<file path="src/rtl/tmr_pkg.sv">
// Shared types for the interval timer.
// Assumes: a single system clock, with the timer clock delivered as strobes.
package tmr_pkg;

    // Counter run phase, as seen through the status flag.
    typedef enum logic {
        PH_HALT = 1'b0,
        PH_RUN  = 1'b1
    } tmr_phase_e;

    // Per-strobe action that the counter applies.
    typedef struct packed {
        logic step;   // strobe processed as a counting edge
        logic clr;    // software clear in this cycle
    } tmr_cmd_t;

endpackage

</file>
<file path="src/rtl/tmr_regs.sv">
// Software-visible run bit and compare register.
// Assumes: single-cycle write strobes with data valid in the same cycle.
module tmr_regs #(
    parameter int unsigned W        = 8,
    parameter logic [W-1:0] DATA_RST = '1
) (
    input  logic         clk,
    input  logic         rst_n,
    input  logic         run_wr,
    input  logic         run_wdata,
    input  logic         data_wr,
    input  logic [W-1:0] data_wdata,
    output logic         run_q,
    output logic [W-1:0] data_q
);

    // Run request bit: written by software, cleared by reset.
    always_ff @(posedge clk) begin
        if (!rst_n) begin
            run_q <= 1'b0;
        end else if (run_wr) begin
            run_q <= run_wdata;
        end
    end

    // Compare value: reset to all ones, written by software.
    always_ff @(posedge clk) begin
        if (!rst_n) begin
            data_q <= DATA_RST;
        end else if (data_wr) begin
            data_q <= data_wdata;
        end
    end

endmodule

</file>
<file path="src/rtl/tmr_run_sync.sv">
// Status flag that hands the run request to the counter on timer-clock strobes.
// The flag is sampled before the strobe, so the arming strobe does not count
// and the strobe that clears the flag still counts.
// Assumes: tck_fall is a one-system-cycle strobe.
module tmr_run_sync
    import tmr_pkg::*;
(
    input  logic       clk,
    input  logic       rst_n,
    input  logic       tck_fall,
    input  logic       run_q,
    output tmr_phase_e phase_q,
    output logic       active
);

    // Phase register: follows the run bit only on strobe cycles.
    always_ff @(posedge clk) begin
        if (!rst_n) begin
            phase_q <= PH_HALT;
        end else if (tck_fall) begin
            phase_q <= run_q ? PH_RUN : PH_HALT;
        end
    end

    // Counting is permitted while the phase, before this strobe, is running.
    always_comb begin
        active = (phase_q == PH_RUN);
    end

endmodule

</file>
<file path="src/rtl/tmr_counter.sv">
// Up-counter with compare. When a counting strobe finds the count at the
// compare value, the count is loaded with zero and a one-cycle interrupt
// is registered. A software clear overrides a strobe in the same cycle.
// Assumes: cmd.step is only high in strobe cycles.
module tmr_counter
    import tmr_pkg::*;
#(
    parameter int unsigned W = 8
) (
    input  logic         clk,
    input  logic         rst_n,
    input  tmr_cmd_t     cmd,
    input  logic [W-1:0] cmp,
    output logic [W-1:0] cnt_q,
    output logic         irq_q
);

    localparam logic [W-1:0] ONE = {{(W-1){1'b0}}, 1'b1};

    logic hit;

    // Match detect against the compare value.
    always_comb begin
        hit = (cnt_q == cmp);
    end

    // Count register: clear wins, otherwise advance or wrap on a match.
    always_ff @(posedge clk) begin
        if (!rst_n) begin
            cnt_q <= '0;
        end else if (cmd.clr) begin
            cnt_q <= '0;
        end else if (cmd.step) begin
            cnt_q <= hit ? '0 : cnt_q + ONE;
        end
    end

    // Interrupt pulse: set for one cycle by a matching counting strobe.
    always_ff @(posedge clk) begin
        if (!rst_n) begin
            irq_q <= 1'b0;
        end else begin
            irq_q <= cmd.step && !cmd.clr && hit;
        end
    end

endmodule

</file>
<file path="src/rtl/interval_timer.sv">
// Top of the run-gated interval timer: registers, run synchroniser and counter.
// Assumes: tck_fall is a synchronous one-cycle strobe. Register writes are
// single-cycle pulses. Compare values are kept in the range 1 to 2**W-1.
module interval_timer
    import tmr_pkg::*;
#(
    parameter int unsigned W = 8
) (
    input  logic         clk,
    input  logic         rst_n,
    input  logic         tck_fall,
    input  logic         run_wr,
    input  logic         run_wdata,
    input  logic         data_wr,
    input  logic [W-1:0] data_wdata,
    input  logic         cnt_wr,
    output logic [W-1:0] cnt_rd,
    output logic [W-1:0] data_rd,
    output logic         run_rd,
    output logic         stat_rd,
    output logic         irq
);

    localparam logic [W-1:0] DATA_RST = '1;

    logic       run_q;
    logic       active;
    tmr_phase_e phase_q;
    tmr_cmd_t   cmd;

    tmr_regs #(.W(W), .DATA_RST(DATA_RST)) u_regs (
        .clk        (clk),
        .rst_n      (rst_n),
        .run_wr     (run_wr),
        .run_wdata  (run_wdata),
        .data_wr    (data_wr),
        .data_wdata (data_wdata),
        .run_q      (run_q),
        .data_q     (data_rd)
    );

    tmr_run_sync u_sync (
        .clk      (clk),
        .rst_n    (rst_n),
        .tck_fall (tck_fall),
        .run_q    (run_q),
        .phase_q  (phase_q),
        .active   (active)
    );

    // Build the per-cycle counter command from the strobe and the phase.
    always_comb begin
        cmd.step = tck_fall && active;
        cmd.clr  = cnt_wr;
    end

    tmr_counter #(.W(W)) u_cnt (
        .clk   (clk),
        .rst_n (rst_n),
        .cmd   (cmd),
        .cmp   (data_rd),
        .cnt_q (cnt_rd),
        .irq_q (irq)
    );

    // Readback of the run bit and the status flag.
    always_comb begin
        run_rd  = run_q;
        stat_rd = (phase_q == PH_RUN);
    end

endmodule

</file>
<file path="config.mk">
export PLATFORM = sky130hd
export DESIGN_NAME = interval_timer
export DESIGN_NICKNAME = d
export VERILOG_FILES = /design/src/rtl/tmr_pkg.sv /design/src/rtl/tmr_regs.sv /design/src/rtl/tmr_run_sync.sv /design/src/rtl/tmr_counter.sv /design/src/rtl/interval_timer.sv
export SDC_FILE = /design/constraint.sdc
export NUM_CORES = 1
export LEC_CHECK = 0
export ABC_AREA = 1
export BUFFER_PORTS_ARGS = -buffer_cell sky130_fd_sc_hd__buf_2
export CORE_ASPECT_RATIO = 1.25
export CORE_MARGIN = 2
export CORE_UTILIZATION = 35
export DETAILED_ROUTE_END_ITERATION = 6
export PLACE_DENSITY = 0.58
export SETUP_SLACK_MARGIN = 0.2
export SYNTH_ARGS = -nofsm -noshare
export SYNTH_HDL_FRONTEND = slang
export SYNTH_SLANG_ARGS = --single-unit
</file>
<file path="constraint.sdc">
create_clock -name clk -period 2.9 [get_ports clk]
set_input_delay 0.58 -clock clk [delete_from_list [all_inputs] [get_ports clk]]
set_output_delay 0.58 -clock clk [all_outputs]
set_load 0.05 [all_outputs]
</file>
# Word level (Yosys, flattened, before mapping)
# Index checks and enable logic that the tools add are counted.
# Widths: inputs -> output; s select.
word_totals:
  in_bits: 15
  word_cells: 15
  regBits: 19
  out_inout_bits: 19
op_classes:
  n_reduce_logical: 5
  mux: 2
  addsub: 1
  n_eq_ne: 1
  n_bitwise: 1
ops:
  columns: ["op", "n"]
  rows:
  - ["$add 8x1->8 const B", 1]
  - ["$eq 8x8->1", 1]
  - ["$mux 8", 1]
  - ["$logic_and 1x1->1", 3]
  - ["$reduce_or 2->1", 1]
  - ["$logic_not 1->1", 1]
  - ["$mux 1", 1]
  - ["$not 1->1", 1]

# Longest topological paths before layout
depth:
  word_depth: 3
  depth_mapped: 7
  mapped_depth_nobuf: 7

# Cells and area by module
# From an unflattened synthesis, not the netlist that was laid out.
unflattened:
  cells_unflattened: 128
  hier_area_um2: 912.1
modules_own_cells:
  columns: ["mod", "instances", "area_each_um2", "cells_each"]
  rows:
  - ["tmr_counter", 1, 534.3, 78]
  - ["tmr_regs", 1, 321.6, 41]
  - ["tmr_run_sync", 1, 48.8, 7]
  - ["interval_timer", 1, 7.5, 2]

# Worst setup path after synthesis
# No wires, ideal clock.
synth_path:
  kind: "register to register"
  startpoint: "reg u_cnt.cnt_q[0]"
  endpoint: "reg u_cnt.cnt_q[6]"
  setup_ns: 0.064
  t_arrival_ns: 1.530
  period_less_slack_ns: 1.595
  path_slack_ns: 1.305
  path_buffers: 0
  required_time_ns: 2.836
  path_stages_with_launch: 8
  path_cell_list: "dfxtp_1 ha_1 nand4_1 nor2_1 nand3_1 nand2_1 nand2_1 nor2_1"
synth_between:
  elab_chain_len: 2
synth_rtl:
  columns: ["item", "line", "rtl"]
  rows:
  - ["start, declared", "tmr_counter.sv:14", "output logic [W-1:0] cnt_q,"]
  - ["start signal, assigned", "tmr_counter.sv:34", "cnt_q <= hit ? '0 : cnt_q + ONE;"]
  - ["$add 8x1->8 or $eq 8x8->1 (tied branches)", "tmr_counter.sv:34, tmr_counter.sv:24", null]
  - ["$mux 8 (*)", "tmr_counter.sv:34", null]
# Every way passes the cells marked *; elsewhere a longest branch is shown, timed or not.
# A chain may end at the register's enable or synchronous reset.

# Worst setup path after layout
layout_path:
  startpoint: "reg u_cnt.cnt_q[4]"
  endpoint: "out cnt_rd[4]"
layout_lines:
  columns: ["item", "line", "rtl"]
  rows:
  - ["end, declared", "interval_timer.sv:17", "output logic [W-1:0] cnt_rd,"]
# No word-level cell between the ends.

==> PnR_summary.wiki <==
{| class="wikitable"
! Metric !! Value
|-
| Run status || complete, no violations
|-
| Unrepaired setup endpoints after global routing || no
|-
| Final-report setup violation count || 0
|-
| Worst max-slew margin expressed relative to the limit || 83.4%
|-
| Remaining antenna violation count after routing || 0
|-
| Placeable core region || 2400 um^2
|-
| Number of sinks driven by the clock tree || 19
|-
| Dominant combinational cell family by area after synthesis || simple AND/OR/NAND/NOR gates
|-
| Count of port buffers added during placement || 33
|-
| Data arrival time of the critical path || 1.06 ns
|-
| Total power divided by cell area || 454 nW/um^2
|-
| Maximum clock insertion buffer count || 2
|-
| Synth area leader || dfxtp_1
|-
| Worst voltage drop across the vdd grid || 0.000236 V
|-
| I/O pin cnt || 34
|-
| Warnings from Yosys || 0
|-
| Ratio of routed vias to standard cells || 4.62
|-
| X dimension of the die || 48.6 um
|-
| Count of flip-flops with a built-in enable after synthesis || 0
|-
| Number of unique standard cell types used by synthesis || 22
|-
| Total nets after synthesis || 137
|-
| Diodes inserted || 0
|-
| Dominant register cell in the synthesized netlist || dfxtp_1
|-
| Share of cells above drive strength 1 || 27.4%
|-
| Total setup buffers inserted after CTS || 0
|-
| Die boundary height || 59.8 um
|-
| Cell chain of the critical path || buf_2
|-
| Required time at the endpoint of the critical path || 2.32 ns
|-
| Count of cells resized by post-cts repair || 0
|-
| Class of the tightest hold or removal check || reg2reg
|-
| Worst-case hold slack || 0.471 ns
|-
| Peak Freq || 608 MHz
|-
| # hold bufs at CTS || 0
|-
| Number of instances in the synthesized netlist || 121
|-
| Synthesized area per cell || 7.20 um^2
|-
| Number of antenna violations at the first check in global routing || 0
|-
| Half-perimeter wire length after detailed placement || 1550 um
|-
| Complex-gate fraction of the synthesized area || 10.3%
|-
| Hold violation count in the final report || 0
|-
| Delay of the slowest cell on the worst path || 0.46 ns
|-
| Family with the most delay on the worst path || flip-flops
|-
| Synth top area cells || dfxtp_1, nand2_1, nor2_1
|-
| Nets || 174
|-
| Root Buffer Master || clkbuf_4
|-
| Startpoint types || flip-flop
|-
| Residual overflow from global routing || 0
|-
| Aggregate negative setup slack || 0 ns
|-
| Routed len/inst || 10.1 um
|-
| Initial cell density of the core || 36.2%
|-
| Iter 0 DRT Violations || 21
|-
| Cell count after placement || 186
|-
| Clock tree from TritonCTS || done
|-
| Area growth, synth to finish || 26.3%
|-
| Critical path buffers and inverters || 1
|-
| Number of H-tree levels || 1
|-
| Final worst path period share || 56.7%
|-
| Synth top area share || 43.7%
|-
| Crit path setup slack, layout || 1.26 ns
|-
| Final std cells w/o fill || 190
|-
| Pin count of the biggest net entering global routing || 14
|-
| Placer congestion estimate || 0.780
|-
| Overall die area || 2910 um^2
|-
| Num rows || 20
|-
| Fraction of registers with async set or reset after synthesis || 0%
|-
| Share of synthesized area occupied by flip-flops and latches || 43.7%
|-
| Slew at the pin closest to its max-slew limit || 0.251 ns
|-
| Clock slew seen by the registers of the worst setup and hold paths || 0.11 ns
|-
| Worst slack at placement || 1.37 ns
|-
| Global-route wire length before repair || 3270 um
|-
| Mux contribution to synthesized area || 0%
|-
| Global-route total usage across every layer || 14.8%
|-
| Adder-Cell Fraction of Synth Area || 1.44%
|-
| Final max-slew violation count || 0
|-
| Total length of routed wires || 1930 um
|-
| Worst-Skew Late Latency || 0.29 ns
|-
| Vias post-DR || 877
|-
| Vias in the first global route || 790
|-
| Crit path kind || reg2out
|-
| Final routed DRC violation total || 0
|-
| Layout Skew || 0.00461 ns
|-
| Clock period minus final worst setup slack || 1.64 ns
|-
| Simple-gate share of the synthesized area || 33.0%
|-
| Leakage power || 0.545 nW
|-
| Max-cap check violation count || 0
|-
| Largest fanout on the critical path || 6
|-
| XOR/XNOR Fraction of Synth Area || 5.03%
|-
| Number of synthesized register bits || 19
|-
| Cts bufs inserted || 3
|-
| Kind of capture point of the worst setup path || output pin
|-
| Number of search-and-repair iterations in the first detailed-routing pass || 4
|-
| Master of the slowest instance on the critical path || dfxtp_1
|-
| Post-Synthesis Cell Area || 871 um^2
|}
==> registers in the layout, summed over array words and instances (netlist names) <==
signal / flops
u_regs.data_q: 8
u_regs.run_q: 1
u_cnt.irq_q: 1
u_sync.active: 1
u_cnt.cnt_q: 8
==> metal layers <==
layer / vias up / track usage, % / routed length, um
li1: 455 / - / -
met1: 391 / 17.0 / 830
met2: 27 / 25.8 / 949
met3: 4 / 2.75 / 109
met4: 0 / 8.57 / 39
met5: - / 0 / 0
==> per-stage QoR <==
stage	util, %	power, mW	area [um^2]
finish	45.8	0.499	1100
global route	45.8	0.530	1100
CTS	45.8	0.508	1100
detailed placement	44.7	0.374	1070
global placement	44.7	0.373	1070
floorplan	-	0.346	871
==> final timing paths <==
check                 startpoint  cells after the start        endpoint  slack, ns
setup / recovery  u_cnt.cnt_q[4]                      1       cnt_rd[4]       1.26
setup reg to reg  u_cnt.cnt_q[0]                      7  u_cnt.cnt_q[6]       1.52
hold / removal      u_regs.run_q                      2   u_sync.active       0.47
hold reg to reg     u_regs.run_q                      2   u_sync.active       0.47
==> kinds of logic after synthesis <==
logic type	Yosys count
buffers and inverters	15
AO/OA/AOI/OAI	15
adder cells (fa/ha/maj)	1
XOR/XNOR	5
flip-flops	19
AND/OR/NAND/NOR	66
==> where the power goes <==
part | switching [mW] | internal [mW] | leakage (nW)
clock network | 0.0789 | 0.0535 | 0.0150
registers | 0.00916 | 0.271 | 0.156
logic | 0.0612 | 0.0259 | 0.374
total | 0.149 | 0.350 | 0.545
==> cell usage after synthesis, types with 2 or more instances <==
library cell	instances
nand2_2	2
xor2_1	3
nand2_1	32
o21ai_0	6
nand3_1	8
dfxtp_1	19
a21oi_1	6
xnor2_1	2
inv_1	13
nand4_1	2
nor2_1	17
==> layout make-up <==
type                       count  area [um^2]
inverter                      14         52.6
fill                         287         1300
clock buffer                   4         26.3
multi-input combinational     87          434
tap                           33         41.3
timing repair buffer          33          165
sequential                    19          380
==> layout by cell type, fill, tap and decap left out <==
cell type and count:
xor2_1 3, o21ai_0 6, o21bai_4 1, buf_2 33, ha_1 1, nand3_2 1
nand2_1 32, nor2_2 1, nor3_1 1, or2_1 1, dfxtp_1 19, inv_2 1
inv_1 13, a21oi_1 6, o21ai_1 1, xnor2_1 2, nor2_1 17, o22ai_1 1
nand4_1 2, clkbuf_4 3, clkbuf_1 1, nor2_4 1, nand2_2 2, nand3_1 8
Power figures use the tool's default switching activity.
